### src/rtl/spi_slv_pkg.sv
package spi_slv_pkg;
    localparam int unsigned WORD_W = 8;
    localparam int unsigned CNT_W  = $clog2(WORD_W);

    typedef struct packed {
        logic [WORD_W-1:0] tx_sh;
        logic [WORD_W-1:0] rx_sh;
        logic [CNT_W-1:0]  cnt;
        logic [WORD_W-1:0] hold;
        logic [WORD_W-1:0] rx_out;
        logic              rx_vld;
        logic              oe;
    } core_t;
endpackage

### src/rtl/spi_slv_sync.sv
module spi_slv_sync #(
    parameter int unsigned N       = 3,
    parameter int unsigned STAGES  = 2,
    parameter logic [N-1:0] RST_VAL = '0
) (
    input  logic         clk,
    input  logic         rst_n,
    input  logic [N-1:0] din,
    output logic [N-1:0] dout
);
    logic [STAGES-1:0][N-1:0] pipe_d, pipe_q;

    always_comb begin
        pipe_d[0] = din;
        for (int i = 1; i < STAGES; i++) begin
            pipe_d[i] = pipe_q[i-1];
        end
    end

    always_ff @(posedge clk or negedge rst_n) begin
        if (!rst_n) begin
            for (int i = 0; i < STAGES; i++) pipe_q[i] <= RST_VAL;
        end else begin
            pipe_q <= pipe_d;
        end
    end

    assign dout = pipe_q[STAGES-1];
endmodule

### src/rtl/spi_slv_edge.sv
module spi_slv_edge (
    input  logic clk,
    input  logic rst_n,
    input  logic sclk_s,
    input  logic cpol,
    input  logic cpha,
    output logic sample_stb,
    output logic shift_stb
);
    logic prev_d, prev_q;
    logic rise, fall, lead, trail;

    always_comb begin
        prev_d = sclk_s;
        rise   = sclk_s & ~prev_q;
        fall   = ~sclk_s & prev_q;
        lead   = cpol ? fall : rise;
        trail  = cpol ? rise : fall;
        sample_stb = cpha ? trail : lead;
        shift_stb  = cpha ? lead : trail;
    end

    always_ff @(posedge clk or negedge rst_n) begin
        if (!rst_n) prev_q <= 1'b0;
        else        prev_q <= prev_d;
    end
endmodule

### src/rtl/spi_byte_slave.sv
module spi_byte_slave
    import spi_slv_pkg::*;
(
    input  logic              clk,
    input  logic              rst_n,
    input  logic              cfg_cpol,
    input  logic              cfg_cpha,
    input  logic              cfg_lsb_first,
    input  logic              sclk_in,
    input  logic              mosi_in,
    input  logic              ssn_in,
    input  logic [WORD_W-1:0] tx_byte,
    input  logic              tx_load,
    output logic              miso_out,
    output logic              miso_oe,
    output logic [WORD_W-1:0] rx_byte,
    output logic              rx_valid
);
    localparam int unsigned SYNC_N = 3;
    localparam logic [CNT_W-1:0] LAST_BIT = CNT_W'(WORD_W - 1);

    logic [SYNC_N-1:0] bus_s;
    logic ssn_s, sclk_s, mosi_s;
    logic sample_stb, shift_stb;
    logic active, ss_fall;
    logic [WORD_W-1:0] rx_next;
    core_t core_d, core_q;

    // Select idles high so nothing is seen as active out of reset
    spi_slv_sync #(.N(SYNC_N), .STAGES(2), .RST_VAL(3'b100)) u_sync (
        .clk  (clk),
        .rst_n(rst_n),
        .din  ({ssn_in, sclk_in, mosi_in}),
        .dout (bus_s)
    );
    assign {ssn_s, sclk_s, mosi_s} = bus_s;

    spi_slv_edge u_edge (
        .clk       (clk),
        .rst_n     (rst_n),
        .sclk_s    (sclk_s),
        .cpol      (cfg_cpol),
        .cpha      (cfg_cpha),
        .sample_stb(sample_stb),
        .shift_stb (shift_stb)
    );

    always_comb begin
        core_d        = core_q;
        core_d.rx_vld = 1'b0;
        active        = ~ssn_s;
        // the registered enable is the select state one cycle ago
        ss_fall       = active & ~core_q.oe;
        core_d.oe     = active;
        rx_next       = cfg_lsb_first ? {mosi_s, core_q.rx_sh[WORD_W-1:1]}
                                      : {core_q.rx_sh[WORD_W-2:0], mosi_s};

        if (tx_load) core_d.hold = tx_byte;

        if (!active) begin
            core_d.cnt   = '0;
            core_d.rx_sh = '0;
        end else if (ss_fall) begin
            core_d.tx_sh = core_q.hold;
            core_d.cnt   = '0;
            core_d.rx_sh = '0;
        end else begin
            if (sample_stb) begin
                if (core_q.cnt == LAST_BIT) begin
                    core_d.cnt    = '0;
                    core_d.rx_sh  = '0;
                    core_d.rx_out = rx_next;
                    core_d.rx_vld = 1'b1;
                    core_d.tx_sh  = core_q.hold;
                end else begin
                    core_d.cnt   = core_q.cnt + 1'b1;
                    core_d.rx_sh = rx_next;
                end
            end
            // first shift edge of a word keeps the preloaded bit
            if (shift_stb && core_q.cnt != '0) begin
                core_d.tx_sh = cfg_lsb_first ? (core_q.tx_sh >> 1)
                                             : (core_q.tx_sh << 1);
            end
        end
    end

    always_ff @(posedge clk or negedge rst_n) begin
        if (!rst_n) core_q <= '0;
        else        core_q <= core_d;
    end

    assign miso_oe  = core_q.oe;
    assign miso_out = core_q.oe & (cfg_lsb_first ? core_q.tx_sh[0]
                                                 : core_q.tx_sh[WORD_W-1]);
    assign rx_byte  = core_q.rx_out;
    assign rx_valid = core_q.rx_vld;
endmodule

### config.mk
export PLATFORM = sky130hd
export DESIGN_NAME = spi_byte_slave
export DESIGN_NICKNAME = d
export VERILOG_FILES = /design/src/rtl/spi_slv_pkg.sv /design/src/rtl/spi_slv_sync.sv /design/src/rtl/spi_slv_edge.sv /design/src/rtl/spi_byte_slave.sv
export SDC_FILE = /design/constraint.sdc
export NUM_CORES = 1
export LEC_CHECK = 0
export BUFFER_PORTS_ARGS = -buffer_cell sky130_fd_sc_hd__buf_2
export CORE_ASPECT_RATIO = 2
export CORE_UTILIZATION = 51
export CTS_CLUSTER_DIAMETER = 80
export DETAILED_ROUTE_END_ITERATION = 6
export PLACE_DENSITY = 0.73
export SYNTH_ARGS = -nofsm -noshare
export SYNTH_HDL_FRONTEND = slang
export SYNTH_SLANG_ARGS = --single-unit
### constraint.sdc
create_clock -name clk -period 1.8 [get_ports clk]
set_input_delay 0.09 -clock clk [delete_from_list [all_inputs] [get_ports clk]]
set_output_delay 0.09 -clock clk [all_outputs]
set_load 0.005 [all_outputs]
==> flow_metrics.tcl <==
set metrics [dict create \
    p_leak_nw 1.26 \
    overflow 0 \
    cts_tree "yes" \
    outcome "finished with violations" \
    vias 1433 \
    cts_buffer_depth 2 \
    required_ns 1.98 \
    grt_start_max_net_pins 45 \
    finalClockSkew_ns 0.00459 \
    path_clk_slew_ns 0.08 \
    ys_seq_area_frac 0.533 \
    hold_viol_final 0 \
    grt_antenna_before_repair 0 \
    syn_area_sq_mm 0.00207 \
    critPathCaptureType "register" \
    clk_latency_ns 0.29 \
    ys_top_cells_by_count "42 x dfrtp_1, 19 x mux2i_1, 16 x mux2_2" \
    finalMaxSlewViolations 0 \
    routabilityCongestion 0.824 \
    setup_tns_ns -0.564 \
    postSynthAreaPerCell_sq_um 12.0 \
    synth.net_count 192 \
    wl_per_cell_um 15.1 \
    yosysMostFrequentCell "dfrtp_1" \
    io-pin-count 28 \
    maxSlewHeadroom 0.650 \
    violations "negative setup slack" \
    pre_cts_ws_ns -0.122 \
    cts_buffers 5 \
    rsz0062_at_grt "true" \
    drtIter0Drc 33 \
    n_fill_cell 327 \
    diodes 0 \
    die_h_um 92.1 \
    num-nets-final 228 \
    fin_crit_ns 1.90 \
    power_w 0.00197 \
    start_kind "register" \
    start_util 0.533 \
    drive_gt1_frac 0.402 \
    die_x_um 47.1 \
    path_max_fanout 8 \
    antenna_left 0 \
    fp-row-count 32 \
    ys_warn_count 0 \
    grt_use_total 0.206 \
    cts_max_level 2 \
    finalWorstSetupSlack_ns -0.0954 \
    ys_types 31 \
    ir_worst_vdd_v 0.000626 \
    holdCritPathClass "in2reg" \
    p_per_area_mw_per_mm2 790 \
    worstPathArrival_ns 2.08 \
    core_area_sq_mm 0.00388 \
    finalCritPeriodShare 1.05 \
    synth.area.top_cells "dfrtp_1 51%, mux2i_1 9.2%, mux2_2 8.7%" \
    grt_pass1_vias 1492 \
    fmax_ghz 0.528 \
    setup_viol 8 \
    clock-root-buffer "clkbuf_8" \
    cap_viol_max_count 0 \
    synth_top_area_frac 0.508 \
    worstMarginPinSlew_ns 0.525 \
    dpl.hpwl_um 2770 \
    cts.sinks 44 \
    synthFlopType "dfrtp_1" \
    reg2reg_slack_ns -0.1 \
    yosysTopAreaCell "dfrtp_1" \
    firstDrtPassIters 4 \
    netlist_instances 172 \
    synth_edf_count 0 \
    ys_ff_latch 44 \
    grt_pass1_wl_um 6330 \
    dieArea_sq_mm 0.00433 \
    post-route-drc-count 0 \
    wirelength_um 3930 \
    synthArstFlopShare 1.00 \
    vias_per_cell 5.51 \
    portBuffers 27 \
    areaGrowthSynthToFinish_pct 20.5 \
    timing_worst_setup_path_type "reg2reg" \
]
-- what timing repair did --
action	in CTS	in global routing
hold buffers	4	0
hold endpoints to repair	45	0
setup buffers	4	1
pin swaps	1	12
cloned	1	0
setup endpoints to repair	16	24
gates resized for setup	7	8
-- through the flow --
step | std cells | utilization | hold slack, ns | instance area, sq um
floorplan | 172 | - | -0.206 | 2080
global placement | 242 | 0.578 | 0.184 | 2240
detailed placement | 242 | 0.578 | 0.193 | 2240
CTS | 259 | 0.631 | 0.00209 | 2450
global route | 260 | 0.643 | 0.0198 | 2500
finish | 260 | 0.643 | 0.00762 | 2500
-- critical path, cell delays in order (launching register included) --
cell and delay, ns:
dfrtp_1 0.39, inv_1 0.07, ha_2 0.16, nor2b_4 0.13
or3b_1 0.36, a41o_4 0.33, a221o_1 0.35
-- cells in the final DEF, fill, tap and decap left out, types with 2 or more instances in the layout --
cell type	n
a2111oi_0	2
a21o_1	8
a221o_1	6
a221oi_1	2
buf_2	27
buf_4	14
clkbuf_8	6
dfrtp_1	42
dfstp_2	2
dlygate4sd3_1	4
ha_2	2
inv_1	9
mux2_2	15
mux2i_1	19
nand2_1	2
nand3b_1	2
nor2_1	12
nor3_1	3
nor3_2	5
nor4_1	6
o21ai_0	2
or2_4	3
or2b_1	2
-- layer usage --
metal | global-route usage | part of all wire | wire, um | vias to the layer above
met1 | 0.189 | 0.35 | 1370 | 715
met5 | 0 | 0 | 0 | -
li1 | - | - | - | 679
met3 | 0.0413 | 0.024 | 93 | 9
met2 | 0.374 | 0.59 | 2320 | 30
met4 | 0.121 | 0.036 | 140 | 0
-- logic make-up after synthesis --
group                      after synthesis  share of synthesized area
and+or+nand+nor                         40                      0.103
AOI/OAI and AO/OA                       22                     0.0894
buffers and inverters                   27                     0.0701
muxes                                   35                      0.179
adders and majority gates                3                     0.0181
xor gates and xnor gates                 1                    0.00786
DFF                                     44                      0.533
-- sequential cells by signal, indices dropped and copies added, names as in the netlist --
name,count
rx_byte,8
miso_oe,1
rx_valid,1
u_sync.pipe_d,3
core_q,27
u_sync.dout,3
u_edge.prev_q,1
-- report_power, final --
group | internal, W | switching (W)
logic | 0.000119 | 0.000113
registers | 0.00105 | 0.0000467
clock network | 0.000314 | 0.000331
-- layout make-up --
class / count / area (sq um) / area share
Inverter: 9 / 33.8 / 0.0135
Timing Repair Buffer: 46 / 292 / 0.117
Sequential cell: 44 / 1100 / 0.442
Multi-Input combinational cell: 102 / 907 / 0.363
Clock buffer: 6 / 82.6 / 0.0331
Tap cell: 51 / 63.8 / 0.0256
Clock inverter: 2 / 13.8 / 0.00551
-- final timing paths --
path | depth (start not counted) | startpoint | endpoint
min in group asynchronous | 3 | rst_n | u_sync.dout[1]
max | 6 | core_q[18] | core_q[31]
max in group asynchronous | 3 | rst_n | core_q[26]
max reg2reg | 6 | core_q[18] | core_q[31]
min | 3 | tx_byte[0] | core_q[10]
min reg2reg | 0 | u_sync.pipe_d[3] | u_sync.dout[0]
No activity file was read; power rests on OpenSTA's default activity.
